==> src/rtl/bcTxPkg.sv <==
package bcTxPkg;

  typedef enum logic [1:0] {
    ST_IDLE = 2'd0,
    ST_SEND = 2'd1,
    ST_WAIT = 2'd2
  } txState_t;

  // strobes from control to datapath
  typedef struct packed {
    logic loadCmd;
    logic loadData;
    logic sending;
  } txStrobe_t;

endpackage

==> src/rtl/bcTxCtrl.sv <==
module bcTxCtrl
  import bcTxPkg::*;
#(
  parameter int DIV     = 25,
  parameter int SLOTS   = 40,
  parameter int SLOT_W  = 6,
  parameter int FIELD_W = 5
) (
  input  logic               clk,
  input  logic               rstN,
  input  logic               xferReq,
  input  logic [FIELD_W-1:0] wordCount,
  input  logic               statusRcvd,
  output txStrobe_t          strb,
  output logic [SLOT_W-1:0]  slot,
  output logic               busy,
  output logic               done
);

  localparam int DIV_W     = (DIV > 1) ? $clog2(DIV) : 1;
  localparam int REM_W     = FIELD_W + 1;
  localparam int MAX_WORDS = 1 << FIELD_W;

  txState_t           state;
  logic [DIV_W-1:0]   divCnt;
  logic [REM_W-1:0]   remain;
  logic [REM_W-1:0]   wcEff;
  logic               tick;
  logic               lastSlot;
  logic               doneQ;

  assign tick     = (state == ST_SEND) && (divCnt == DIV_W'(DIV - 1));
  assign lastSlot = (slot == SLOT_W'(SLOTS - 1));
  assign wcEff    = (wordCount == '0) ? REM_W'(MAX_WORDS) : {1'b0, wordCount};

  always_comb begin
    strb          = '0;
    strb.loadCmd  = (state == ST_IDLE) && xferReq;
    strb.loadData = tick && lastSlot && (remain != '0);
    strb.sending  = (state == ST_SEND);
  end

  assign busy = (state != ST_IDLE);
  assign done = doneQ;

  always_ff @(posedge clk) begin
    if (!rstN) begin
      state  <= ST_IDLE;
      divCnt <= '0;
      slot   <= '0;
      remain <= '0;
      doneQ  <= 1'b0;
    end else begin
      doneQ <= (state == ST_WAIT) && statusRcvd;
      case (state)
        ST_IDLE: begin
          if (xferReq) begin
            state  <= ST_SEND;
            divCnt <= '0;
            slot   <= '0;
            remain <= wcEff;
          end
        end
        ST_SEND: begin
          if (tick) begin
            divCnt <= '0;
            if (lastSlot) begin
              slot <= '0;
              if (remain != '0) remain <= remain - 1'b1;
              else              state  <= ST_WAIT;
            end else begin
              slot <= slot + 1'b1;
            end
          end else begin
            divCnt <= divCnt + 1'b1;
          end
        end
        ST_WAIT: begin
          if (statusRcvd) state <= ST_IDLE;
        end
        default: state <= ST_IDLE;
      endcase
    end
  end

  // the slot index only moves on a half-bit enable
  a_r2_slot_hold: assert property (@(posedge clk) disable iff (!rstN)
    (state == ST_SEND && divCnt != DIV_W'(DIV - 1)) |=> $stable(slot));

  // sending never returns straight to idle; status wait always follows
  a_r8_send_to_wait: assert property (@(posedge clk) disable iff (!rstN)
    (state == ST_SEND) |=> (state != ST_IDLE));

  // completion pulse only right after the status wait
  a_r8_done_after_wait: assert property (@(posedge clk) disable iff (!rstN)
    doneQ |-> ($past(state == ST_WAIT) && state == ST_IDLE));

endmodule

==> src/rtl/bcTxDatapath.sv <==
module bcTxDatapath
  import bcTxPkg::*;
#(
  parameter int DATA_W  = 16,
  parameter int FIELD_W = 5,
  parameter int SLOTS   = 40,
  parameter int SLOT_W  = 6
) (
  input  logic               clk,
  input  logic               rstN,
  input  txStrobe_t          strb,
  input  logic [SLOT_W-1:0]  slot,
  input  logic [FIELD_W-1:0] rtAddr,
  input  logic [FIELD_W-1:0] subAddr,
  input  logic [FIELD_W-1:0] wordCount,
  input  logic [DATA_W-1:0]  bufRdData,
  output logic [FIELD_W-1:0] bufRdAddr,
  output logic               lineOut,
  output logic               lineActive
);

  localparam int SYNC_HALF  = 3;
  localparam int SYNC_SLOTS = 2 * SYNC_HALF;
  localparam int PAR_SLOT   = SYNC_SLOTS + 2 * DATA_W;

  logic [DATA_W-1:0]  wordReg;
  logic               isData;
  logic [FIELD_W-1:0] dataIdx;
  logic [DATA_W-1:0]  cmdWord;
  logic               parityBit;
  logic               level;
  logic               lineOutQ;
  logic               lineActiveQ;

  // command layout: address, receive flag (0), subaddress, count
  assign cmdWord   = DATA_W'({rtAddr, 1'b0, subAddr, wordCount});
  assign parityBit = ~(^wordReg);
  assign bufRdAddr = dataIdx;

  always_comb begin
    int  rel;
    int  bp;
    logic bitVal;
    rel    = int'(slot) - SYNC_SLOTS;
    bp     = (rel >= 0) ? (rel >> 1) : 0;
    bitVal = 1'b0;
    if (int'(slot) < SYNC_HALF) begin
      level = ~isData;
    end else if (int'(slot) < SYNC_SLOTS) begin
      level = isData;
    end else begin
      if (bp < DATA_W) bitVal = wordReg[DATA_W-1-bp];
      else             bitVal = parityBit;
      level = rel[0] ? ~bitVal : bitVal;
    end
  end

  always_ff @(posedge clk) begin
    if (!rstN) begin
      wordReg     <= '0;
      isData      <= 1'b0;
      dataIdx     <= '0;
      lineOutQ    <= 1'b0;
      lineActiveQ <= 1'b0;
    end else begin
      if (strb.loadCmd) begin
        wordReg <= cmdWord;
        isData  <= 1'b0;
        dataIdx <= '0;
      end else if (strb.loadData) begin
        wordReg <= bufRdData;
        isData  <= 1'b1;
        dataIdx <= dataIdx + 1'b1;
      end
      lineOutQ    <= strb.sending & level;
      lineActiveQ <= strb.sending;
    end
  end

  assign lineOut    = lineOutQ;
  assign lineActive = lineActiveQ;

  // a released line is held low
  a_r10_idle_low: assert property (@(posedge clk) disable iff (!rstN)
    !lineActiveQ |-> !lineOutQ);

  // a freshly loaded command word carries the command sync polarity
  a_r3_cmd_sync: assert property (@(posedge clk) disable iff (!rstN)
    strb.loadCmd |=> !isData);

  // during the parity half-slot the ones count of word plus line is odd
  a_r5_odd_parity: assert property (@(posedge clk) disable iff (!rstN)
    (strb.sending && slot == SLOT_W'(PAR_SLOT) &&
     $past(strb.sending && slot == SLOT_W'(PAR_SLOT)))
    |-> (($countones({wordReg, lineOutQ}) & 1) == 1));

endmodule

==> src/rtl/bcWordTx.sv <==
module bcWordTx
  import bcTxPkg::*;
#(
  parameter int DATA_W  = 16,
  parameter int FIELD_W = 5,
  parameter int DIV     = 25
) (
  input  logic               clk,
  input  logic               rstN,
  input  logic               xferReq,
  input  logic [FIELD_W-1:0] rtAddr,
  input  logic [FIELD_W-1:0] subAddr,
  input  logic [FIELD_W-1:0] wordCount,
  input  logic [DATA_W-1:0]  bufRdData,
  input  logic               statusRcvd,
  output logic [FIELD_W-1:0] bufRdAddr,
  output logic               lineOut,
  output logic               lineActive,
  output logic               busy,
  output logic               done
);

  localparam int SLOTS  = 2 * (DATA_W + 4);
  localparam int SLOT_W = $clog2(SLOTS);

  txStrobe_t         strb;
  logic [SLOT_W-1:0] slot;

  bcTxCtrl #(
    .DIV(DIV), .SLOTS(SLOTS), .SLOT_W(SLOT_W), .FIELD_W(FIELD_W)
  ) uCtrl (
    .clk(clk), .rstN(rstN), .xferReq(xferReq), .wordCount(wordCount),
    .statusRcvd(statusRcvd), .strb(strb), .slot(slot),
    .busy(busy), .done(done)
  );

  bcTxDatapath #(
    .DATA_W(DATA_W), .FIELD_W(FIELD_W), .SLOTS(SLOTS), .SLOT_W(SLOT_W)
  ) uDp (
    .clk(clk), .rstN(rstN), .strb(strb), .slot(slot),
    .rtAddr(rtAddr), .subAddr(subAddr), .wordCount(wordCount),
    .bufRdData(bufRdData), .bufRdAddr(bufRdAddr),
    .lineOut(lineOut), .lineActive(lineActive)
  );

endmodule

==> config.mk <==
export PLATFORM = sky130hd
export DESIGN_NAME = bcWordTx
export DESIGN_NICKNAME = d
export VERILOG_FILES = /design/src/rtl/bcTxPkg.sv /design/src/rtl/bcTxCtrl.sv /design/src/rtl/bcTxDatapath.sv /design/src/rtl/bcWordTx.sv
export SDC_FILE = /design/constraint.sdc
export NUM_CORES = 1
export LEC_CHECK = 0
export ABC_AREA = 1
export CAP_MARGIN = 25
export CORE_AREA = 3 3 77 72
export DETAILED_ROUTE_END_ITERATION = 12
export DIE_AREA = 0 0 80 75
export PLACE_DENSITY = 0.81
export SLEW_MARGIN = 40
export SYNTH_ARGS = -nofsm -noshare
export SYNTH_HDL_FRONTEND = slang
export SYNTH_SLANG_ARGS = --single-unit
==> constraint.sdc <==
create_clock -name clk -period 3.85 [get_ports clk]
set_clock_uncertainty 0.2 [all_clocks]
set_input_delay 0.77 -clock clk [delete_from_list [all_inputs] [get_ports clk]]
set_output_delay 0.77 -clock clk [all_outputs]
set_load 0.02 [all_outputs]
==> results.md <==
* Fin crit period at 2810 ps
* Hold Vio Cnt, Final at 0
* Antenna violations before repair at 0
* Gr usage total at 22.1%
* Placed Instances at 489
* Syn nets at 431
* Hold Path Depth at 2
* Pwr dens at 333 nW/um^2
* Critical path type: reg2reg
* Site Rows at 24
* Layout cells sized above 1 at 6.02%
* Num Clock Sinks at 44
* Seq/Total Area, Yosys at 33.5%
* H-tree depth at 2
* HP Start: uDp.bufRdAddr[4]$_SDFFE_PP0P_
* Clock Tree Root: clkbuf_8
* Cell Area, Placed at 3110 sq um
* Status: finished, final reports clean
* Setup bufs post-CTS at 0
* CTS clk-pin slew, worst paths at 80 ps
* Max Transition Viols Final at 0
* Filler instances at 435
* Largest net degree at the start of global routing at 25
* Post-route ant nets at 0
* Most common cell after layout, fill and taps aside: nand2_1
* Area grow syn2layout at 21.6%
* GRT overflow at 0
* Syn. warnings at 0
* Io pins at 44
* Synthesized flop and latch total at 44
* Multi-input gate area at 1510 sq um
* Reg2Reg Depth at 11
* Die height at 75 microns
* Reg-to-Reg End: uDp.wordReg[11]$_SDFFE_PN0P_
* Post-Syn Area at 2630 sq um
* Yosys cell types at 36
* Drt first-iter violations at 149
* Worst Hold End: uDp.bufRdAddr[4]$_SDFFE_PP0P_
* Core region area at 4800 sq um
* Non-Filler Instances at 497
* Commonest non-fill, non-tap cells in the layout: nand2_1 (91), dfxtp_1 (44), inv_1 (43), clkdlybuf4s50_1 (43), nor2_1 (41)
* Gr busiest metal: met2
* Vias in the first global route at 2422
* Slew margin rel. at 48.7%
* Reg2Reg Setup Slack at 1040 ps
* Met3 usage at 3.59%
* DIE WIDTH at 80 microns
* Maxcap violations at 0
* Delay-heaviest family, CP: simple AND/OR/NAND/NOR gates
* Total die area at 6000 sq um
* Worst path arrival time at 2760 ps
* Post-synth EDFFs at 0
* # diodes at 0
* Crit path buf inv count at 4
* Startpoint type of the worst setup path: flop
* I/O Buffers at 43
* Gate Count Post-Synth at 389
* GP Congestion at 0.915
* Routed wire per std cell at 12.8 microns
* Slew @ Worst Pin at 769 ps
* CP dominant cell by count: inv_2
* CTS resizes at 0
* Critical-path top delay cell: nor3_4
* CTS tree: done
* Final setup viols at 0
* Critical path capture point type: flop
* Post-DR vias/cell at 5.40
* Global-route wire length before repair at 10500 microns
* CP Max Fanout at 16
* NumNets Final at 473
* RSZ-0062 raised after global routing: no
* Met2 Use GR at 39.0%
* Mean Syn Cell Area at 6.77 sq um
* Leak pwr at 0.00135 uW
* Worst-Skew Late Latency at 300 ps
* Fin crit share at 72.9%
* DRC viols at 0
* Met1 track demand over resource at 28.1%
* Worst r2r src: uCtrl.state[0]$_SDFFE_PN0P_
* Top FF cell, synth: dfxtp_1
* Initial Util at 54.8%
* Maximum VDD drop at 207 uV
* Setup_tns at 0 ps
* Async SR Flop Fraction at 0%
* Register Area at 881 sq um
* FMAX at 356 MHz
* Routed wire length at 6370 microns
* Max incr delay on CP at 540 ps
* DP HPWL at 4900 microns
* Worst min path class: reg2reg
* Worst endpoint required time at 3810 ps
* DRT Pass-1 Iters at 5
* Via Count at 2685
* Hold buffers post-CTS at 0
* Clock Path Buffers at 2
* Critical Path, Cell by Cell: inv_2 -> nor2_2 -> inv_2 -> nor2_2 -> inv_2 -> nor3_4 -> nor2_4 -> clkinv_4 -> nor2_1 -> a221oi_1 -> nor2_1
* Post-route cell area at 3200 sq um
* CTS buffer count at 5
-- area by class of cell --
type	instances	share of cell area [%]
multi-input combinational	284	47.1
sequential	44	27.5
timing repair buffer	44	13.7
inverter	52	6.25
clock buffer	7	2.70
tap	65	2.54
clock inverter	1	0.235
-- report_power, final --
group	internal, uW	total, uW	switching [uW]
Combinational	111	257	146
Sequential	481	509	27.8
Clock	146	300	154
Total	738	1070	328
-- worst max-delay path by stage --
stage	startpoint	to	slack (ps)	depth (start not counted)
3_3_place_gp	rstN	uDp.bufRdAddr[2]$_SDFFE_PP0P_	1150	6
4_1_cts	uCtrl.state[0]$_SDFFE_PN0P_	uDp.wordReg[11]$_SDFFE_PN0P_	1050	11
5_1_grt	uCtrl.state[0]$_SDFFE_PN0P_	uDp.wordReg[11]$_SDFFE_PN0P_	770	11
2_1_floorplan	uCtrl.slot[0]$_SDFFE_PN0P_	uDp.wordReg[6]$_SDFFE_PN0P_	1850	11
3_5_place_dp	rstN	uDp.bufRdAddr[2]$_SDFFE_PP0P_	1070	6
6_report	uCtrl.state[0]$_SDFFE_PN0P_	uDp.wordReg[11]$_SDFFE_PN0P_	1040	11
-- per-layer routing --
metal	wire (microns)	vias to the layer above
li1	-	1370
met1	2940	1223
met2	3050	83
met3	299	9
met4	79	0
met5	0	-
-- flip-flops by register name, indices dropped and copies added (netlist names) --
register and cells:
uCtrl.done 1, uDp.wordReg 16, uDp.bufRdAddr 5, uDp.lineActive 1, uCtrl.slot 6, uDp.isData 1
uCtrl.divCnt 5, uCtrl.remain 6, uDp.lineOut 1, uCtrl.state 2
-- cell usage after synthesis (6+ instances only) --
master | count | area (sq um)
inv_2 | 6 | 22.5
xor2_1 | 8 | 70.1
nor2_1 | 41 | 154
a31oi_1 | 13 | 81.3
dfxtp_1 | 44 | 881
nand2_1 | 91 | 342
ha_1 | 7 | 87.6
nor3_1 | 9 | 45.0
nand3_1 | 35 | 175
xnor2_1 | 9 | 78.8
a21oi_1 | 15 | 75.1
o21ai_0 | 22 | 110
inv_1 | 43 | 161
-- per-stage QoR --
stage / worst slack, ps / util [%] / hold WS, ps / total power (uW)
final: 1040 / 66.6 / 269 / 1070
after global routing: 765 / 66.6 / 299 / 1120
after CTS: 1050 / 66.6 / 272 / 1070
after detailed placement: 1070 / 64.7 / 257 / 773
after global placement: 1150 / 64.7 / 251 / 766
after floorplan: 1850 / - / 247 / 690
-- worst register-to-register path: cells and delay by family (launching register included) --
family          cells  cell delay (ps)
flops               1              360
compound gates      1              240
buf+inv             4              490
simple gates        6             1380
-- cell families (layout without fill, tap and decap cells) --
| logic type | Yosys count | count (layout) | synth area share, % |
|---|---|---|---|
| compound gates | 66 | 66 | 15.8 |
| buf+inv | 61 | 104 | 9.32 |
| fa+ha+maj | 7 | 7 | 3.33 |
| simple gates | 194 | 194 | 32.5 |
| xor+xnor | 17 | 17 | 5.66 |
| flops | 44 | 44 | 33.5 |
No activity file was read; power rests on OpenSTA's default activity.
